<file path="src/rtl/qdac_pkg.sv">
package qdac_pkg;

   // Outcome of decoding the two active-low shutdown bits of a command
   typedef enum logic [1:0] {
      SDA_WAKE_ONE = 2'd0,
      SDA_SLEEP_ONE = 2'd1,
      SDA_SLEEP_ALL = 2'd2
   } sd_action_e;

   function automatic sd_action_e sd_decode(input logic all_n, input logic one_n);
      if (!all_n)
         return SDA_SLEEP_ALL;
      else if (!one_n)
         return SDA_SLEEP_ONE;
      else
         return SDA_WAKE_ONE;
   endfunction

endpackage

</file>
<file path="src/rtl/qdac_sync.sv">
module qdac_sync #(
   parameter int WIDTH = 1,
   parameter int STAGES = 2,
   parameter logic [WIDTH-1:0] RST_VAL = '0
) (
   input  logic             clk,
   input  logic             rst_n,
   input  logic [WIDTH-1:0] d,
   output logic [WIDTH-1:0] q
);

   if (STAGES < 0) begin : g_bad_stages
      $error("qdac_sync: STAGES must not be negative");
   end

   if (STAGES == 0) begin : g_bypass
      assign q = d;
   end else begin : g_chain
      logic [WIDTH-1:0] st [STAGES];
      always_ff @(posedge clk or negedge rst_n) begin
         if (!rst_n) begin
            for (int i = 0; i < STAGES; i++) st[i] <= RST_VAL;
         end else begin
            st[0] <= d;
            for (int i = 1; i < STAGES; i++) st[i] <= st[i-1];
         end
      end
      assign q = st[STAGES-1];
   end

endmodule

</file>
<file path="src/rtl/qdac_shifter.sv">
module qdac_shifter #(
   parameter int WORD_W = 12
) (
   input  logic              clk,
   input  logic              rst_n,
   input  logic              cs_s,
   input  logic              sclk_s,
   input  logic              sdi_s,
   output logic              commit,
   output logic [WORD_W-1:0] word
);

   logic              cs_q;
   logic              sclk_q;
   logic [WORD_W-1:0] shreg;
   logic              bit_stb;
   logic              frame_start;

   assign bit_stb     = sclk_s & ~sclk_q & ~cs_s;
   assign frame_start = ~cs_s & cs_q;
   assign commit      = cs_s & ~cs_q;
   assign word        = shreg;

   always_ff @(posedge clk or negedge rst_n) begin
      if (!rst_n) begin
         cs_q   <= 1'b1;
         sclk_q <= 1'b0;
         shreg  <= '0;
      end else begin
         cs_q   <= cs_s;
         sclk_q <= sclk_s;
         if (frame_start)
            shreg <= '0;
         else if (bit_stb)
            shreg <= {shreg[WORD_W-2:0], sdi_s};
      end
   end

endmodule

</file>
<file path="src/rtl/qdac_regbank.sv">
module qdac_regbank
   import qdac_pkg::*;
#(
   parameter int NUM_CH = 4,
   parameter int DATA_W = 8,
   localparam int ADDR_W = $clog2(NUM_CH)
) (
   input  logic                     clk,
   input  logic                     rst_n,
   input  logic                     clr_n,
   input  logic                     commit,
   input  logic [ADDR_W-1:0]        addr,
   input  logic                     all_sd_n,
   input  logic                     one_sd_n,
   input  logic [DATA_W-1:0]        data,
   input  logic                     ldac_s,
   output logic [NUM_CH*DATA_W-1:0] in_q,
   output logic [NUM_CH*DATA_W-1:0] dac_q,
   output logic [NUM_CH-1:0]        sd_q
);

   logic       data_rst_n;
   sd_action_e act;

   assign data_rst_n = rst_n & clr_n;
   assign act        = sd_decode(all_sd_n, one_sd_n);

   for (genvar i = 0; i < NUM_CH; i++) begin : g_ch
      logic sel;
      assign sel = (addr == ADDR_W'(i));

      always_ff @(posedge clk or negedge data_rst_n) begin
         if (!data_rst_n)
            in_q[i*DATA_W +: DATA_W] <= '0;
         else if (commit && sel)
            in_q[i*DATA_W +: DATA_W] <= data;
      end

      always_ff @(posedge clk or negedge data_rst_n) begin
         if (!data_rst_n)
            dac_q[i*DATA_W +: DATA_W] <= '0;
         else if (!ldac_s)
            dac_q[i*DATA_W +: DATA_W] <= in_q[i*DATA_W +: DATA_W];
      end

      always_ff @(posedge clk or negedge rst_n) begin
         if (!rst_n)
            sd_q[i] <= 1'b0;
         else if (commit) begin
            unique case (act)
               SDA_SLEEP_ALL: sd_q[i] <= 1'b1;
               SDA_SLEEP_ONE: if (sel) sd_q[i] <= 1'b1;
               default:       if (sel) sd_q[i] <= 1'b0;
            endcase
         end
      end
   end

endmodule

</file>
<file path="src/rtl/quad_dac_frontend.sv">
module quad_dac_frontend #(
   parameter int NUM_CH = 4,
   parameter int DATA_W = 8,
   parameter int SYNC_STAGES = 2
) (
   input  logic                     clk,
   input  logic                     rst_n,
   input  logic                     cs_n,
   input  logic                     sclk,
   input  logic                     sdi,
   input  logic                     ldac_n,
   input  logic                     clr_n,
   output logic [NUM_CH*DATA_W-1:0] dac_code_o,
   output logic [NUM_CH-1:0]        shdn_o
);

   localparam int ADDR_W = $clog2(NUM_CH);
   localparam int WORD_W = ADDR_W + 2 + DATA_W;
   localparam int BIT_ALL = DATA_W + 1;
   localparam int BIT_ONE = DATA_W;

   if (NUM_CH < 2 || (1 << ADDR_W) != NUM_CH) begin : g_bad_ch
      $error("quad_dac_frontend: NUM_CH must be a power of two, at least 2");
   end
   if (DATA_W < 1) begin : g_bad_data
      $error("quad_dac_frontend: DATA_W must be positive");
   end

   logic [3:0]               raw_in;
   logic [3:0]               syn;
   logic                     ldac_s, cs_s, sclk_s, sdi_s;
   logic                     commit;
   logic [WORD_W-1:0]        cmd_word;
   logic [NUM_CH*DATA_W-1:0] in_q;
   logic [NUM_CH*DATA_W-1:0] dac_q;

   assign raw_in = {ldac_n, cs_n, sclk, sdi};

   qdac_sync #(
      .WIDTH   (4),
      .STAGES  (SYNC_STAGES),
      .RST_VAL (4'b1100)
   ) u_sync (
      .clk   (clk),
      .rst_n (rst_n),
      .d     (raw_in),
      .q     (syn)
   );

   assign {ldac_s, cs_s, sclk_s, sdi_s} = syn;

   qdac_shifter #(
      .WORD_W (WORD_W)
   ) u_shift (
      .clk    (clk),
      .rst_n  (rst_n),
      .cs_s   (cs_s),
      .sclk_s (sclk_s),
      .sdi_s  (sdi_s),
      .commit (commit),
      .word   (cmd_word)
   );

   qdac_regbank #(
      .NUM_CH (NUM_CH),
      .DATA_W (DATA_W)
   ) u_bank (
      .clk      (clk),
      .rst_n    (rst_n),
      .clr_n    (clr_n),
      .commit   (commit),
      .addr     (cmd_word[WORD_W-1 -: ADDR_W]),
      .all_sd_n (cmd_word[BIT_ALL]),
      .one_sd_n (cmd_word[BIT_ONE]),
      .data     (cmd_word[DATA_W-1:0]),
      .ldac_s   (ldac_s),
      .in_q     (in_q),
      .dac_q    (dac_q),
      .sd_q     (shdn_o)
   );

   for (genvar i = 0; i < NUM_CH; i++) begin : g_out
      assign dac_code_o[i*DATA_W +: DATA_W] =
         shdn_o[i] ? '0 : dac_q[i*DATA_W +: DATA_W];
   end

endmodule

</file>
<file path="config.mk">
export PLATFORM = sky130hd
export DESIGN_NAME = quad_dac_frontend
export DESIGN_NICKNAME = d
export VERILOG_FILES = /design/src/rtl/qdac_pkg.sv /design/src/rtl/qdac_sync.sv /design/src/rtl/qdac_shifter.sv /design/src/rtl/qdac_regbank.sv /design/src/rtl/quad_dac_frontend.sv
export SDC_FILE = /design/constraint.sdc
export NUM_CORES = 1
export LEC_CHECK = 0
export CAP_MARGIN = 10
export CORE_MARGIN = 3
export CORE_UTILIZATION = 45
export DETAILED_ROUTE_END_ITERATION = 6
export PLACE_DENSITY = 0.76
export REMOVE_ABC_BUFFERS = 1
export SETUP_SLACK_MARGIN = 0.2
export SYNTH_ARGS = -nofsm -noshare
export SYNTH_HDL_FRONTEND = slang
export SYNTH_SLANG_ARGS = --single-unit
</file>
<file path="constraint.sdc">
create_clock -name clk -period 4.5 [get_ports clk]
set_input_delay 0.9 -clock clk [delete_from_list [all_inputs] [get_ports clk]]
set_output_delay 0.9 -clock clk [all_outputs]
set_load 0.02 [all_outputs]
</file>
[Word level (Yosys, flattened, before mapping)]
Index checks and enable logic that the tools add are counted.
Widths: inputs -> output; s select.
Storage, ports and cells
  register bits after elaboration: 90
  input bits: 7
  output and inout port bits: 36
  word-level logic and storage cells: 68
Cells by class
  eq/ne operators: 9
  mux-type cells: 20
  bitwise gates (word level): 8
  reductions and logical operators: 14
Operators by type and width (count)
  $mux 8: 4
  $mux 12: 2
  $reduce_and 3->1: 4
  $reduce_bool 2->1: 5
  $mux 1: 9
  $ne 2x1->1 const B: 4
  $pmux 1 s2: 4
  $eq 2x2->1 const B: 3
  $and 1x1->1: 5
  $eq 2x1->1 const B: 2
  $logic_and 1x1->1: 4
  $not 1->1: 3
  $logic_not 2->1: 1
  $mux 2: 1

[Logic depth before layout (Yosys ltp)]
Gate-level depths: netlist of the first run.
  depth after elaboration: 5
  mapped depth: 4
  depth with buffers taken out: 3

[Hierarchy]
A second synthesis of the first run with hierarchy kept.
Unflattened totals
  cells, all modules: 262
  area, all modules: 3642.2 um2
By module, submodules not included
  qdac_regbank: instances 1, cells each 161, area each 2615.0 um2, seq. area each 1701.6 um2
  qdac_shifter: instances 1, cells each 57, area each 591.8 um2, seq. area each 351.6 um2
  qdac_sync: instances 1, cells each 12, area each 235.2 um2, seq. area each 205.2 um2
  quad_dac_frontend: instances 1, cells each 32, area each 200.2 um2, seq. area each 0.0 um2

[Worst setup path after synthesis of the first run]
Ideal clock, no wire load.
  path type: register to output
  start: reg u_bank.sd_q[3]
  end: out dac_code_o[24]
  data arrival time: 0.873 ns
  data required time: 3.600 ns
  setup slack: 2.727 ns
  cell stages (with the launch flop): 2
  path buffers: 0
  cell sequence: dfrtp_1 > nor2b_1
On the way
  longest elaborated chain between the ends: 1
RTL lines
  start, declared: line qdac_regbank.sv:19  | output logic [NUM_CH-1:0] sd_q
  start signal, assigned by index: line qdac_regbank.sv:48  | sd_q[i] <= 1'b0;
  start signal, assigned by index: line qdac_regbank.sv:51  | SDA_SLEEP_ALL: sd_q[i] <= 1'b1;
  start signal, assigned by index: line qdac_regbank.sv:52  | SDA_SLEEP_ONE: if (sel) sd_q[i] <= 1'b1;
  $mux 8: line quad_dac_frontend.sv:84  | shdn_o[i] ? '0 : dac_q[i*DATA_W +: DATA_W];
  end, declared: line quad_dac_frontend.sv:13  | output logic [NUM_CH*DATA_W-1:0] dac_code_o,
No other way between the ends.

[Worst setup path in the final report of the first run]
  start: reg u_bank.sd_q[2]
  end: out dac_code_o[22]
Same word-level chain as after synthesis.

==> reports/metrics.yaml, run 1 <==
grt:
  grtUsageTotal_pct: 14.9
  grt_overflow: 0
  grt_pass1_vias: 1999
  grt_max_degree: 47
  grt_antenna_before_repair: 0
  grt_pass1_wl_mm: 10.0
clock_network:
  h-tree-depth: 3
  clock_latency_ps: 340
  postCtsSetupRepairBufs: 0
  cts_buffer_depth: 2
  cts.reportedPaths.clkPinSlew_ps: 80
  cts_root_buffer: "clkbuf_8"
  ctsHoldBuffers: 0
  numClockSinks: 90
  tritoncts: "done"
  ctsResizeCount: 0
  numCtsBuffers: 9
worst_setup_path:
  path_class: "reg -> out"
  start_kind: "register"
  timing.critical_path.required_ps: 3600
  critPathArrivalTime_ps: 1650
  crit_path_max_fanout: 10
  end_kind: "primary output"
  r2r-start: "u_sync.q[2]$_DFF_PN1_"
  slowest_delay_ps: 620
  reg2regPathDepth: 3
  worstReg2RegEnd: "u_bank.in_q[14]$_DFFE_PN0P_"
  rrSetupSlack_ps: 2670
  slowest_stage: "clkdlybuf4s50_1"
  cp_cell_sequence: "nor2b_1 > clkdlybuf4s50_1"
synthesis:
  synthCells: 231
  synthAdderAreaFrac_pct: 0
  synth_seq_area_share_pct: 63.0
  synthTopCellsByArea: "dfrtp_1 59%, mux2_2 11%, mux2_1 6.3%, nor2b_1 5.6%, dfstp_2 3.7%"
  synth_top_family_by_area: "multiplexers"
  avgSynthCellArea_um2: 15.5
  yosys_warnings: 0
  synth_xor_area_share_pct: 0
  synth.top_cell.area_share_pct: 59.3
  synth.distinct_cells: 26
  synth_top_area_cell: "dfrtp_1"
  synth-seq-cells: 90
  synth_mux_area_share_pct: 20.9
  synth-compound-area-share_pct: 4.78
  synth-simple-area-share_pct: 10.2
  syn_area_mm2: 0.00359
sta:
  hold_viol: 0
  fin_ws_ps: 1950
  period_share_pct: 56.6
  fin_tns_setup_ps: 0
  setup_viol: 0
  skew_ps: 6.56
  drv_slew: 0
  max-slew-margin-rel_pct: 28.4
  worst_pin_slew_ps: 1070
  fin_crit_ps: 2550
  rsz0062_at_grt: "no"
  hold_slack_ps: 355
  max_freq_mhz: 392
flow_run:
  cap_violations: 0
placed_design:
  dp_hpwl_mm: 3.87
  port-buffer-count: 42
  place.gp.congestion: 0.815
  post-place-ws_ps: 1660
detailed_routing:
  ant_nets: 0
  drc: 0
  drt-total-wl_mm: 6.02
  dr.pass1.iters: 4
  via_count: 1941
  routedWlPerCell_um: 15.7
  vias_per_cell: 5.05
  initialDrtViolationCount: 115
pwr:
  power_switching_w: 0.000286
  power_density_mw_per_mm2: 312
  p_int_w: 0.00105
  clkPwrFrac_pct: 34.8
  pwr-share-comb_pct: 3.1
  p_leak_nw: 1.99
  seq_power_share_pct: 62.1
  p_sw_share_pct: 21.4
  peakVddDrop_v: 0.000247
layout:
  antennaDiodeCount: 0
  nNetsFinal: 287
  nFillCells: 593
  final_cell_mix: "85 x dfrtp_1, 42 x clkdlybuf4s50_1, 36 x mux2_2"
  drive_above_1_share_pct: 26.0
  multi_input_area_mm2: 0.00129
  area_growth_pct: 19.3
  seq_area_mm2: 0.00226
  final_common_cell: "dfrtp_1"
hold_path:
  hold_path.class: "reg -> reg"
  holdPathEnd: "u_sync.q[0]$_DFF_PN0_"
  hp-start: "u_sync.g_chain.st[4]$_DFF_PN0_"
  min_path_cells: 0
floorplanning:
  die_height_um: 95.3
  fp.coreArea_mm2: 0.00749
  ios: 43
  die_area_mm2: 0.00908
  num_rows: 31
  floorplan.initialDensity_pct: 47.9
  dieWidth_um: 95.3
run_status:
  status: "finished, final reports clean"
worst max path at each step:
stage / start / to / slack [ps] / cells after the start
floorplan: clr_n / u_bank.dac_q[0]$_DFFE_PN0N_ / 1640 / 1
global placement: rst_n / u_bank.in_q[2]$_DFFE_PN0P_ / 1710 / 4
detailed placement: rst_n / u_bank.dac_q[6]$_DFFE_PN0N_ / 1660 / 4
CTS: u_bank.sd_q[2]$_DFFE_PN0P_ / dac_code_o[22] / 1920 / 2
global route: u_bank.sd_q[2]$_DFFE_PN0P_ / dac_code_o[22] / 1830 / 2
finish: u_bank.sd_q[2]$_DFFE_PN0P_ / dac_code_o[22] / 1950 / 2
registers in the layout, summed over array words and instances, names as in the netlist:
name	count
u_bank.dac_q	32
u_sync.q	4
u_bank.sd_q	4
u_shift.cs_q	1
u_sync.g_chain.st	4
u_shift.word	12
u_bank.in_q	32
u_shift.sclk_q	1
layer usage:
layer / global-route usage, % / part of all wire (%) / wire [um] / vias up
met5: 0 / 0 / 0 / -
met4: 4.33 / 1.3 / 77 / 0
met3: 5.13 / 4.0 / 239 / 7
met2: 23.8 / 50 / 2990 / 42
met1: 19.2 / 45 / 2710 / 976
li1: - / - / - / 916
critical path, delay by kind of cell, from the launching register on:
kind | cells | cell delay, ps
buffers and inverters | 1 | 620
DFF | 1 | 510
and+or+nand+nor | 1 | 180
stage by stage:
step	cells	util, %	area [um^2]	total power [W]
final	384	57.2	4280	0.00133
after global routing	384	57.2	4280	0.00139
after CTS	384	57.2	4280	0.00135
after detailed placement	368	55.0	4120	0.000888
after global placement	368	55.0	4120	0.000886
after floorplan	224	-	3550	0.000867
power groups by stage:
stage	Clock, W	Combinational, W	Sequential (W)
6_report	0.000464	0.0000413	0.000829
5_1_grt	0.000514	0.0000466	0.000831
4_1_cts	0.000479	0.0000426	0.000830
3_5_place_dp	0	0.0000425	0.000846
3_3_place_gp	0	0.0000413	0.000845
2_1_floorplan	0	0.0000253	0.000841
synth_stat cells, drive strengths merged:
cell type and number:
o22a 4, clkbuf 2, nand3 2, dfrtp 85, nor2 3, nor3b 4
mux2 64, or2 1, nand2b 2, nand2 1, or2b 1, dfstp 5
a21oi 4, a221o 3, and2 1, buf 5, nor2b 33, and2b 1
o21bai 1, a22o 9
final cells by class:
class	instances	area share [%]
clock buffer	13	3.48
clock inverter	3	0.351
multi-input combinational	134	30.1
sequential	90	52.8
tap	99	2.89
timing repair buffer	45	10.4
cells by family after synthesis:
| kind of cell | count (synthesis) |
|---|---|
| muxes | 64 |
| and+or+nand+nor | 49 |
| buffers and inverters | 7 |
| AOI/OAI and AO/OA | 21 |
| DFF | 90 |
(Power assumes the default switching activity.)
==> run 2: changes to the inputs <==
==> constraint.sdc (replaced) <==
create_clock -name clk -period 2.5 [get_ports clk]
set_input_delay 0.5 -clock clk [delete_from_list [all_inputs] [get_ports clk]]
set_output_delay 0.5 -clock clk [all_outputs]
set_load 0.02 [all_outputs]
==> reports/metrics.yaml, run 2 (synthesized netlist as in run 1, its figures left out) <==
grt:
  grt_max_degree: 65
  grt_use_met1_pct: 20.9
  grt.busiest_layer: "met2"
  grtUsageMet3_pct: 3.00
  grt_pass1_vias: 2096
  grt_overflow: 0
  grtUsageTotal_pct: 15.7
  grt_antenna_before_repair: 0
  grt_pass1_wl_mm: 10.7
  grtUsageMet2_pct: 24.8
placed_design:
  dp_hpwl_mm: 3.97
  port-buffer-count: 42
  place_inst: 367
  place.gp.congestion: 0.818
clock_network:
  clock_latency_ps: 350
  tritoncts: "done"
  postCtsSetupRepairBufs: 0
  numClockSinks: 90
  ctsResizeCount: 0
  cts.reportedPaths.clkPinSlew_ps: 80
  cts_buffer_depth: 2
  cts_root_buffer: "clkbuf_8"
  numCtsBuffers: 9
  h-tree-depth: 3
  ctsHoldBuffers: 0
sta:
  hold_slack_ps: 352
  max-slew-margin-rel_pct: 49.0
  period_share_pct: 85.6
  drv_slew: 0
  setup_viol: 0
  hold_viol: 0
  fin_crit_ps: 2140
  skew_ps: 10.9
  worst_pin_slew_ps: 765
  max_freq_mhz: 467
  fin_tns_setup_ps: 0
  rsz0062_at_grt: "no"
floorplanning:
  die_height_um: 95.3
  floorplan.initialDensity_pct: 47.9
  die_area_mm2: 0.00908
  num_rows: 31
  dieWidth_um: 95.3
  ios: 43
  fp.coreArea_mm2: 0.00749
layout:
  nNetsFinal: 286
  seq_area_mm2: 0.00226
  drive_above_1_share_pct: 25.7
  final_common_cell: "dfrtp_1"
  final_util_pct: 57.7
  multi_input_area_mm2: 0.00129
  nFillCells: 584
  final_cell_mix: "85 x dfrtp_1, 42 x clkdlybuf4s50_1, 36 x mux2_2"
  antennaDiodeCount: 0
  area_growth_pct: 20.4
  instances_no_fill: 383
hold_path:
  hold_path.class: "reg -> reg"
  hp-start: "u_sync.g_chain.st[5]$_DFF_PN0_"
detailed_routing:
  dr.pass1.iters: 4
  ant_nets: 0
  routedWlPerCell_um: 16.3
  drc: 0
  vias_per_cell: 5.17
  initialDrtViolationCount: 55
  via_count: 1981
  drt-total-wl_mm: 6.24
worst_setup_path:
  cp_cell_sequence: "nor2b_1 > clkdlybuf4s50_1"
  timing.critical_path.required_ps: 2000
  start_kind: "register"
  slowest_stage: "clkdlybuf4s50_1"
  critPathArrivalTime_ps: 1640
  crit_family: "buffers and inverters"
  crit_path_max_fanout: 10
  cp-startpoint: "u_bank.sd_q[3]$_DFFE_PN0P_"
  slowest_delay_ps: 620
  path_buf_inv: 1
  end_kind: "primary output"
  r2r-start: "u_sync.q[2]$_DFF_PN1_"
  path_class: "reg -> out"
pwr:
  p_int_w: 0.00202
  pwr-share-comb_pct: 3.0
  power_density_mw_per_mm2: 591
  p_leak_nw: 2.00
  power_switching_w: 0.000529
  p_sw_share_pct: 20.7
  clkPwrFrac_pct: 38.5
  fin_total_pwr_w: 0.00255
  seq_power_share_pct: 58.5
  peakVddDrop_v: 0.000406
flow_run:
  cap_violations: 0
run_status:
  status: "finished, final reports clean"
-- run 2: per-layer routing --
layer  vias up  part of all wire [%]
met5         -                     0
met4         0                   2.2
met3        13                   3.7
met1      1013                    44
met2        41                    50
li1        914                     -
-- run 2: final timing paths --
check / to / slack, ps / cells after the start
setup / recovery: dac_code_o[30] / 360 / 2
hold / removal: u_sync.q[1]$_DFF_PN0_ / 350 / 0
setup reg to reg: u_bank.in_q[10]$_DFFE_PN0P_ / 680 / 3
hold reg to reg: u_sync.q[1]$_DFF_PN0_ / 350 / 0
max in group asynchronous: u_bank.in_q[30]$_DFFE_PN0P_ / 1520 / 3
min in group asynchronous: u_sync.g_chain.st[5]$_DFF_PN0_ / 540 / 2
-- run 2: area by class of cell --
type | instances | share of cell area (%)
clock buffer | 14 | 3.77
clock inverter | 2 | 0.811
multi-input combinational | 134 | 29.9
sequential | 90 | 52.3
tap | 99 | 2.87
timing repair buffer | 44 | 10.4
-- run 2: power by group through the flow --
| stage | Clock [W] | Combinational [W] | Sequential (W) |
|---|---|---|---|
| 3_3_place_gp | 0 | 0.0000765 | 0.00152 |
| 2_1_floorplan | 0 | 0.0000456 | 0.00151 |
| 4_1_cts | 0.00101 | 0.0000785 | 0.00149 |
| 6_report | 0.000981 | 0.0000759 | 0.00149 |
| 5_1_grt | 0.00108 | 0.0000842 | 0.00150 |
| 3_5_place_dp | 0 | 0.0000783 | 0.00152 |
-- run 2: through the flow --
stage / instance area [um^2] / setup slack (ps)
floorplan: 3550 / 38.5
global placement: 4120 / 711
detailed placement: 4120 / 689
CTS: 4320 / 323
global route: 4320 / 221
finish: 4320 / 361
==> run 3: changes to the inputs <==
--- a/config.mk
+++ b/config.mk
@@ -5,6 +5,7 @@
 export SDC_FILE = /design/constraint.sdc
 export NUM_CORES = 1
 export LEC_CHECK = 0
+export ABC_CLOCK_PERIOD_IN_PS = 2500
 export CAP_MARGIN = 10
 export CORE_MARGIN = 3
 export CORE_UTILIZATION = 45
==> results of run 3 <==
The final DEF is identical to that of run 2; final timing and power are the same.
